### src/rtl/nirq_pkg.sv
package nirq_pkg;
  typedef enum logic [1:0] {
    SEL_PEND = 2'd0,
    SEL_ENAB = 2'd1,
    SEL_INSV = 2'd2,
    SEL_VECT = 2'd3
  } nirq_sel_e;

  localparam int NIRQ_REG_W = 32;
endpackage

### src/rtl/nirq_state_bank.sv
module nirq_state_bank #(
  parameter int NSRC = 32
) (
  input  logic            clk,
  input  logic            rst_n,
  input  logic [NSRC-1:0] src_irq,
  input  logic [NSRC-1:0] pend_clr,
  input  logic            enab_we,
  input  logic [NSRC-1:0] enab_wdata,
  input  logic [NSRC-1:0] insv_clr,
  input  logic [NSRC-1:0] grant_oh,
  output logic [NSRC-1:0] pend_q,
  output logic [NSRC-1:0] enab_q,
  output logic [NSRC-1:0] insv_q
);
  logic [NSRC-1:0] pend_d, enab_d, insv_d;

  // next state: a new event beats any clear of the same bit
  always_comb begin
    pend_d = (pend_q & ~pend_clr & ~grant_oh) | src_irq;
    enab_d = enab_we ? enab_wdata : enab_q;
    insv_d = (insv_q & ~insv_clr) | grant_oh;
  end

  always_ff @(posedge clk or negedge rst_n) begin
    if (!rst_n) begin
      pend_q <= '0;
      enab_q <= '0;
      insv_q <= '0;
    end else begin
      pend_q <= pend_d;
      if (enab_we) enab_q <= enab_d;
      insv_q <= insv_d;
    end
  end

  // an event always lands in pending
  a_r2_event_latched: assert property (@(posedge clk) disable iff (!rst_n)
    (src_irq != '0) |=> ((pend_q & $past(src_irq)) == $past(src_irq)));

  // a grant marks its source in service
  a_r7_grant_in_service: assert property (@(posedge clk) disable iff (!rst_n)
    (grant_oh != '0) |=> ((insv_q & $past(grant_oh)) == $past(grant_oh)));

  // a granted source leaves pending unless it re-fired
  a_r6_grant_clears_pend: assert property (@(posedge clk) disable iff (!rst_n)
    (grant_oh != '0) |=> ((pend_q & $past(grant_oh) & ~$past(src_irq)) == '0));
endmodule

### src/rtl/nirq_arbiter.sv
module nirq_arbiter #(
  parameter int NSRC = 32,
  localparam int VW = $clog2(NSRC)
) (
  input  logic            clk,
  input  logic            rst_n,
  input  logic [NSRC-1:0] pend,
  input  logic [NSRC-1:0] enab,
  input  logic [NSRC-1:0] insv,
  output logic            win_valid,
  output logic [VW-1:0]   win_idx
);
  logic            insv_any;
  logic [VW-1:0]   insv_top;
  logic [NSRC-1:0] level_open;
  logic [NSRC-1:0] eligible;

  // highest level currently in service
  always_comb begin
    insv_any = 1'b0;
    insv_top = '0;
    for (int i = 0; i < NSRC; i++) begin
      if (insv[i]) begin
        insv_any = 1'b1;
        insv_top = VW'(i);
      end
    end
  end

  // a source may compete only above every in-service level
  for (genvar g = 0; g < NSRC; g++) begin : g_level
    assign level_open[g] = !insv_any || (int'(insv_top) < g);
  end

  assign eligible = pend & enab & level_open;

  // fixed priority: highest index wins
  always_comb begin
    win_valid = 1'b0;
    win_idx   = '0;
    for (int i = 0; i < NSRC; i++) begin
      if (eligible[i]) begin
        win_valid = 1'b1;
        win_idx   = VW'(i);
      end
    end
  end

  // a winner is always pending and enabled
  a_r4_winner_enabled: assert property (@(posedge clk) disable iff (!rst_n)
    win_valid |-> (pend[win_idx] && enab[win_idx]));

  // a winner lies strictly above every in-service bit
  a_r8_winner_above_insv: assert property (@(posedge clk) disable iff (!rst_n)
    win_valid |-> ((insv >> win_idx) == '0));
endmodule

### src/rtl/nirq_ack_unit.sv
module nirq_ack_unit #(
  parameter int NSRC = 32,
  localparam int VW = $clog2(NSRC)
) (
  input  logic            clk,
  input  logic            rst_n,
  input  logic            ack_req,
  input  logic            win_valid,
  input  logic [VW-1:0]   win_idx,
  output logic [NSRC-1:0] grant_oh,
  output logic [VW-1:0]   vec_q,
  output logic            ack_q,
  output logic            irq_q
);
  logic [VW-1:0] vec_d;
  logic          irq_d;

  always_comb begin
    grant_oh = '0;
    if (ack_req && win_valid) grant_oh[win_idx] = 1'b1;
    vec_d = win_valid ? win_idx : '1;
    irq_d = win_valid && !ack_req;
  end

  always_ff @(posedge clk or negedge rst_n) begin
    if (!rst_n) begin
      vec_q <= '1;
      ack_q <= 1'b0;
      irq_q <= 1'b0;
    end else begin
      if (ack_req) vec_q <= vec_d;
      ack_q <= ack_req;
      irq_q <= irq_d;
    end
  end

  // request drops right after an acknowledge
  a_r11_drop_after_ack: assert property (@(posedge clk) disable iff (!rst_n)
    ack_req |=> !irq_q);

  // acknowledge with nothing eligible yields the idle vector
  a_r10_idle_vector: assert property (@(posedge clk) disable iff (!rst_n)
    (ack_req && !win_valid) |=> (vec_q == '1));

  // acknowledge with a winner yields its index
  a_r6_vector_index: assert property (@(posedge clk) disable iff (!rst_n)
    (ack_req && win_valid) |=> (vec_q == $past(win_idx)));
endmodule

### src/rtl/nirq_ctrl.sv
module nirq_ctrl
  import nirq_pkg::*;
#(
  parameter int NSRC = 32,
  localparam int VW  = $clog2(NSRC),
  localparam int RW  = NIRQ_REG_W,
  localparam int ACK = RW - 1
) (
  input  logic            clk,
  input  logic            rst_n,
  input  logic [NSRC-1:0] src_irq,
  input  logic [1:0]      reg_addr,
  input  logic            reg_wr,
  input  logic [RW-1:0]   reg_wdata,
  output logic [RW-1:0]   reg_rdata,
  output logic            irq_req
);
  nirq_sel_e       sel;
  logic [NSRC-1:0] pend_q, enab_q, insv_q;
  logic [NSRC-1:0] pend_clr, insv_clr, grant_oh;
  logic            enab_we, ack_req;
  logic            win_valid;
  logic [VW-1:0]   win_idx, vec_q;
  logic            ack_q;

  // register write decode
  always_comb begin
    sel      = nirq_sel_e'(reg_addr);
    pend_clr = (reg_wr && sel == SEL_PEND) ? reg_wdata[NSRC-1:0] : '0;
    insv_clr = (reg_wr && sel == SEL_INSV) ? reg_wdata[NSRC-1:0] : '0;
    enab_we  = reg_wr && (sel == SEL_ENAB);
    ack_req  = reg_wr && (sel == SEL_VECT) && reg_wdata[ACK];
  end

  nirq_state_bank #(.NSRC(NSRC)) u_bank (
    .clk        (clk),
    .rst_n      (rst_n),
    .src_irq    (src_irq),
    .pend_clr   (pend_clr),
    .enab_we    (enab_we),
    .enab_wdata (reg_wdata[NSRC-1:0]),
    .insv_clr   (insv_clr),
    .grant_oh   (grant_oh),
    .pend_q     (pend_q),
    .enab_q     (enab_q),
    .insv_q     (insv_q)
  );

  nirq_arbiter #(.NSRC(NSRC)) u_arb (
    .clk       (clk),
    .rst_n     (rst_n),
    .pend      (pend_q),
    .enab      (enab_q),
    .insv      (insv_q),
    .win_valid (win_valid),
    .win_idx   (win_idx)
  );

  nirq_ack_unit #(.NSRC(NSRC)) u_ack (
    .clk       (clk),
    .rst_n     (rst_n),
    .ack_req   (ack_req),
    .win_valid (win_valid),
    .win_idx   (win_idx),
    .grant_oh  (grant_oh),
    .vec_q     (vec_q),
    .ack_q     (ack_q),
    .irq_q     (irq_req)
  );

  // register read mux
  always_comb begin
    unique case (sel)
      SEL_PEND: reg_rdata = RW'(pend_q);
      SEL_ENAB: reg_rdata = RW'(enab_q);
      SEL_INSV: reg_rdata = RW'(insv_q);
      default:  reg_rdata = {ack_q, {(RW-1-VW){1'b0}}, vec_q};
    endcase
  end

  // all sources disabled means no request next cycle
  a_r4_all_masked_quiet: assert property (@(posedge clk) disable iff (!rst_n)
    (enab_q == '0) |=> !irq_req);

  // a raised request always traces back to an eligible source
  a_r5_req_has_source: assert property (@(posedge clk) disable iff (!rst_n)
    (!win_valid) |=> !irq_req);

  // idle acknowledge leaves in-service untouched
  a_r10_idle_no_insv: assert property (@(posedge clk) disable iff (!rst_n)
    (ack_req && !win_valid) |=> (insv_q == $past(insv_q)));
endmodule

### config.mk
export PLATFORM = sky130hd
export DESIGN_NAME = nirq_ctrl
export DESIGN_NICKNAME = d
export VERILOG_FILES = /design/src/rtl/nirq_pkg.sv /design/src/rtl/nirq_state_bank.sv /design/src/rtl/nirq_arbiter.sv /design/src/rtl/nirq_ack_unit.sv /design/src/rtl/nirq_ctrl.sv
export SDC_FILE = /design/constraint.sdc
export NUM_CORES = 1
export LEC_CHECK = 0
export BUFFER_PORTS_ARGS = -buffer_cell sky130_fd_sc_hd__buf_2
export CAP_MARGIN = 20
export CORE_ASPECT_RATIO = 0.5
export CORE_MARGIN = 1
export CORE_UTILIZATION = 40
export CTS_CLUSTER_SIZE = 28
export DETAILED_ROUTE_END_ITERATION = 6
export GPL_TIMING_DRIVEN = 1
export HOLD_SLACK_MARGIN = 0.05
export PLACE_DENSITY = 0.59
export SYNTH_ARGS = -nofsm -noshare
export SYNTH_HDL_FRONTEND = slang
export SYNTH_SLANG_ARGS = --single-unit
### constraint.sdc
create_clock -name clk -period 7.8 [get_ports clk]
set_input_delay 1.17 -clock clk [delete_from_list [all_inputs] [get_ports clk]]
set_output_delay 1.17 -clock clk [all_outputs]
set_load 0.02 [all_outputs]
==> results_dict.tcl <==
set metrics [dict create \
    drive_gt1_share_pct 23.5 \
    critPathCaptureType "flip-flop" \
    grt_pass1_vias 6431 \
    fill_cells 1647 \
    cts_resized 0 \
    cellLeakagePower_nw 3.26 \
    status "finished clean" \
    post-synth-top-count-cell "nand2_1" \
    hold_path_class "flip-flop to flip-flop" \
    fmaxAchievable_mhz 201 \
    pin_count 102 \
    antenna_cells 0 \
    initial_core_util_pct 41.5 \
    clkTransAtPathRegs_ps 70 \
    relSlewSlack_pct 28.7 \
    grt_max_degree 57 \
    tightest_slew_ps 1060 \
    drv_cap 0 \
    syn-cell-area_sq_um 6870 \
    drt_iter0_drc 701 \
    rows 33 \
    nets 942 \
    fin_crit_ps 4980 \
    die_width_um 187 \
    finalHoldViolations 0 \
    slew_violations 0 \
    grt_pass1_wl_mm 39.4 \
    ys_ff_latch 103 \
    cts-hold-fix-buffers 0 \
    die_area_sq_um 17700 \
    final_cells 1105 \
    synth_cells 790 \
    synthFlopType "dfrtp_1" \
    cts_buffers 9 \
    firstDrtPassIters 5 \
    period_share_pct 63.8 \
    cts_root_buffer "clkbuf_16" \
    synth-seq-area-share_pct 37.6 \
    vias_per_cell 6.24 \
    wire_per_inst_um 23.6 \
    dp_cells 1089 \
    seqCellArea_sq_um 2580 \
    core-area_sq_um 16600 \
    io_buffers 101 \
    crit_path_cell_trace "nor4_1, o211ai_2, a21oi_2, nor3_1, buf_4, a31oi_2, nand4_1, and4_1, o211ai_1, nand4_1, o31a_1" \
    max-vdd-ir-drop_mv 0.279 \
    gr-total-overflow 0 \
    synth_nets 859 \
    r2r_cells 11 \
    synth_top_area_share_pct 35.7 \
    cts_setup_buffers 0 \
    htreeDepth 3 \
    cts.path.max_buffers 2 \
    finalSetupTns_ps 0 \
    synth_edf_count 0 \
    synthTopCellsByArea "dfrtp_1 36%, nand2_1 9.1%, mux2_2 5.2%" \
    crit_slowest_cell "nor4_1" \
    clock_skew_ps 9.35 \
    yosysWarnings 0 \
    cts_tree "yes" \
    ys_async_sr_fraction_pct 100 \
    rsz0062_at_grt "no" \
    required_ps 8050 \
    max_stage_delay_ps 920 \
    drtAntennaViolNets 0 \
    syn_avg_cell_area_sq_um 8.69 \
    die_h_um 94.6 \
    crit_type "flip-flop to flip-flop" \
    vias 6890 \
    critPathMaxFanout 14 \
    hold_depth 2 \
    arrival_ps 5230 \
    multiInputGateArea_sq_um 4110 \
    synth.distinct_cells 82 \
    clkSinkCount 103 \
    cp_common_cell "nand4_1" \
    final_util_pct 48.1 \
    insertion_delay_ps 370 \
    grt_use_total_pct 30.0 \
    power_density_nw_per_um2 498 \
    setup_violations 0 \
    grt_antenna_before_repair 0 \
    synth_largest_area_cell "dfrtp_1" \
    synth_top_cells_by_count "167 x nand2_1, 98 x dfrtp_1, 60 x o21ai_0, 47 x nor2_1, 38 x a21oi_1" \
    whs_ps 511 \
    synthToLayoutAreaGrowth_pct 16.1 \
    place.gp.congestion 0.975 \
    dp.final_hpwl_mm 18.8 \
    worst_setup_path_start_kind "flip-flop" \
    post-route-drc-count 0 \
    drt_wl_total_mm 26.0 \
]
## power breakdown
part           switching, W  internal [W]  total, W  leakage [nW]
Clock              0.000220      0.000364  0.000584         0.182
Combinational       0.00190      0.000774   0.00268          1.89
Sequential        0.0000976      0.000612  0.000710          1.19
## path summary, 6_finish.rpt
kind | startpoint | end | slack (ps)
setup / recovery | u_bank.insv_q[4] | u_bank.pend_q[27] | 2820
hold / removal | u_ack.vec_q[1] | u_ack.vec_q[1] | 510
setup reg to reg | u_bank.insv_q[4] | u_bank.pend_q[27] | 2820
hold reg to reg | u_ack.vec_q[1] | u_ack.vec_q[1] | 510
max in group asynchronous | rst_n | u_ack.irq_q | 5810
min in group asynchronous | rst_n | u_bank.pend_q[12] | 790
## cell type report
type | count | share of cell area (%)
Clock buffer | 11 | 3.17
Clock inverter | 5 | 1.60
Inverter | 8 | 0.377
Multi-Input combinational cell | 640 | 51.5
Sequential cell | 103 | 32.4
Tap cell | 227 | 3.56
Timing Repair Buffer | 111 | 7.32
## routing by layer
metal / vias to the layer above / share of wire, % / track usage, % / wire length, um
li1: 3127 / - / - / -
met1: 3430 / 50 / 44.8 / 13100
met2: 306 / 40 / 43.9 / 10500
met3: 27 / 8.2 / 6.02 / 2140
met4: 0 / 1.1 / 7.45 / 295
met5: - / 0 / 0 / 0
## worst max-delay path: cells and delay by family (launching register included)
kind	cells	cell delay [ps]
compound gates	5	1860
buf+inv	1	210
flops	1	450
simple gates	5	2320
## per-stage QoR
stage	power (W)	area, sq um	worst slack (ps)
CTS	0.00388	7970	3040
global route	0.00413	7970	2690
finish	0.00397	7970	2820
detailed placement	0.00329	7590	3060
floorplan	0.00235	6870	3510
global placement	0.00329	7590	3010
## registers in the layout, indices dropped and copies added (netlist names)
register,flops
u_bank.pend_q,32
u_bank.enab_q,32
u_bank.insv_q,32
u_ack.ack_q,1
u_ack.vec_q,5
u_ack.irq_q,1
## logic make-up after synthesis
group	after synthesis	synth area share, %
buffers and inverters	47	2.81
AO/OA/AOI/OAI	260	27.0
AND/OR/NAND/NOR	316	21.6
flip-flops	103	37.6
multiplexers	64	11.0
## placed cells by master, fill, tap and decap left out, drive strengths merged, types with 10 or more instances in the layout
cell type,count
nor3,10
mux2,32
nand2,168
dfrtp,98
buf,111
clkbuf,11
a31oi,14
nand3,19
a21oi,41
o21ai,72
mux2i,26
o31ai,12
nand4,10
nor2,47
o31a,13
a21o,22
Note: power is estimated with default switching activity, not from simulation.
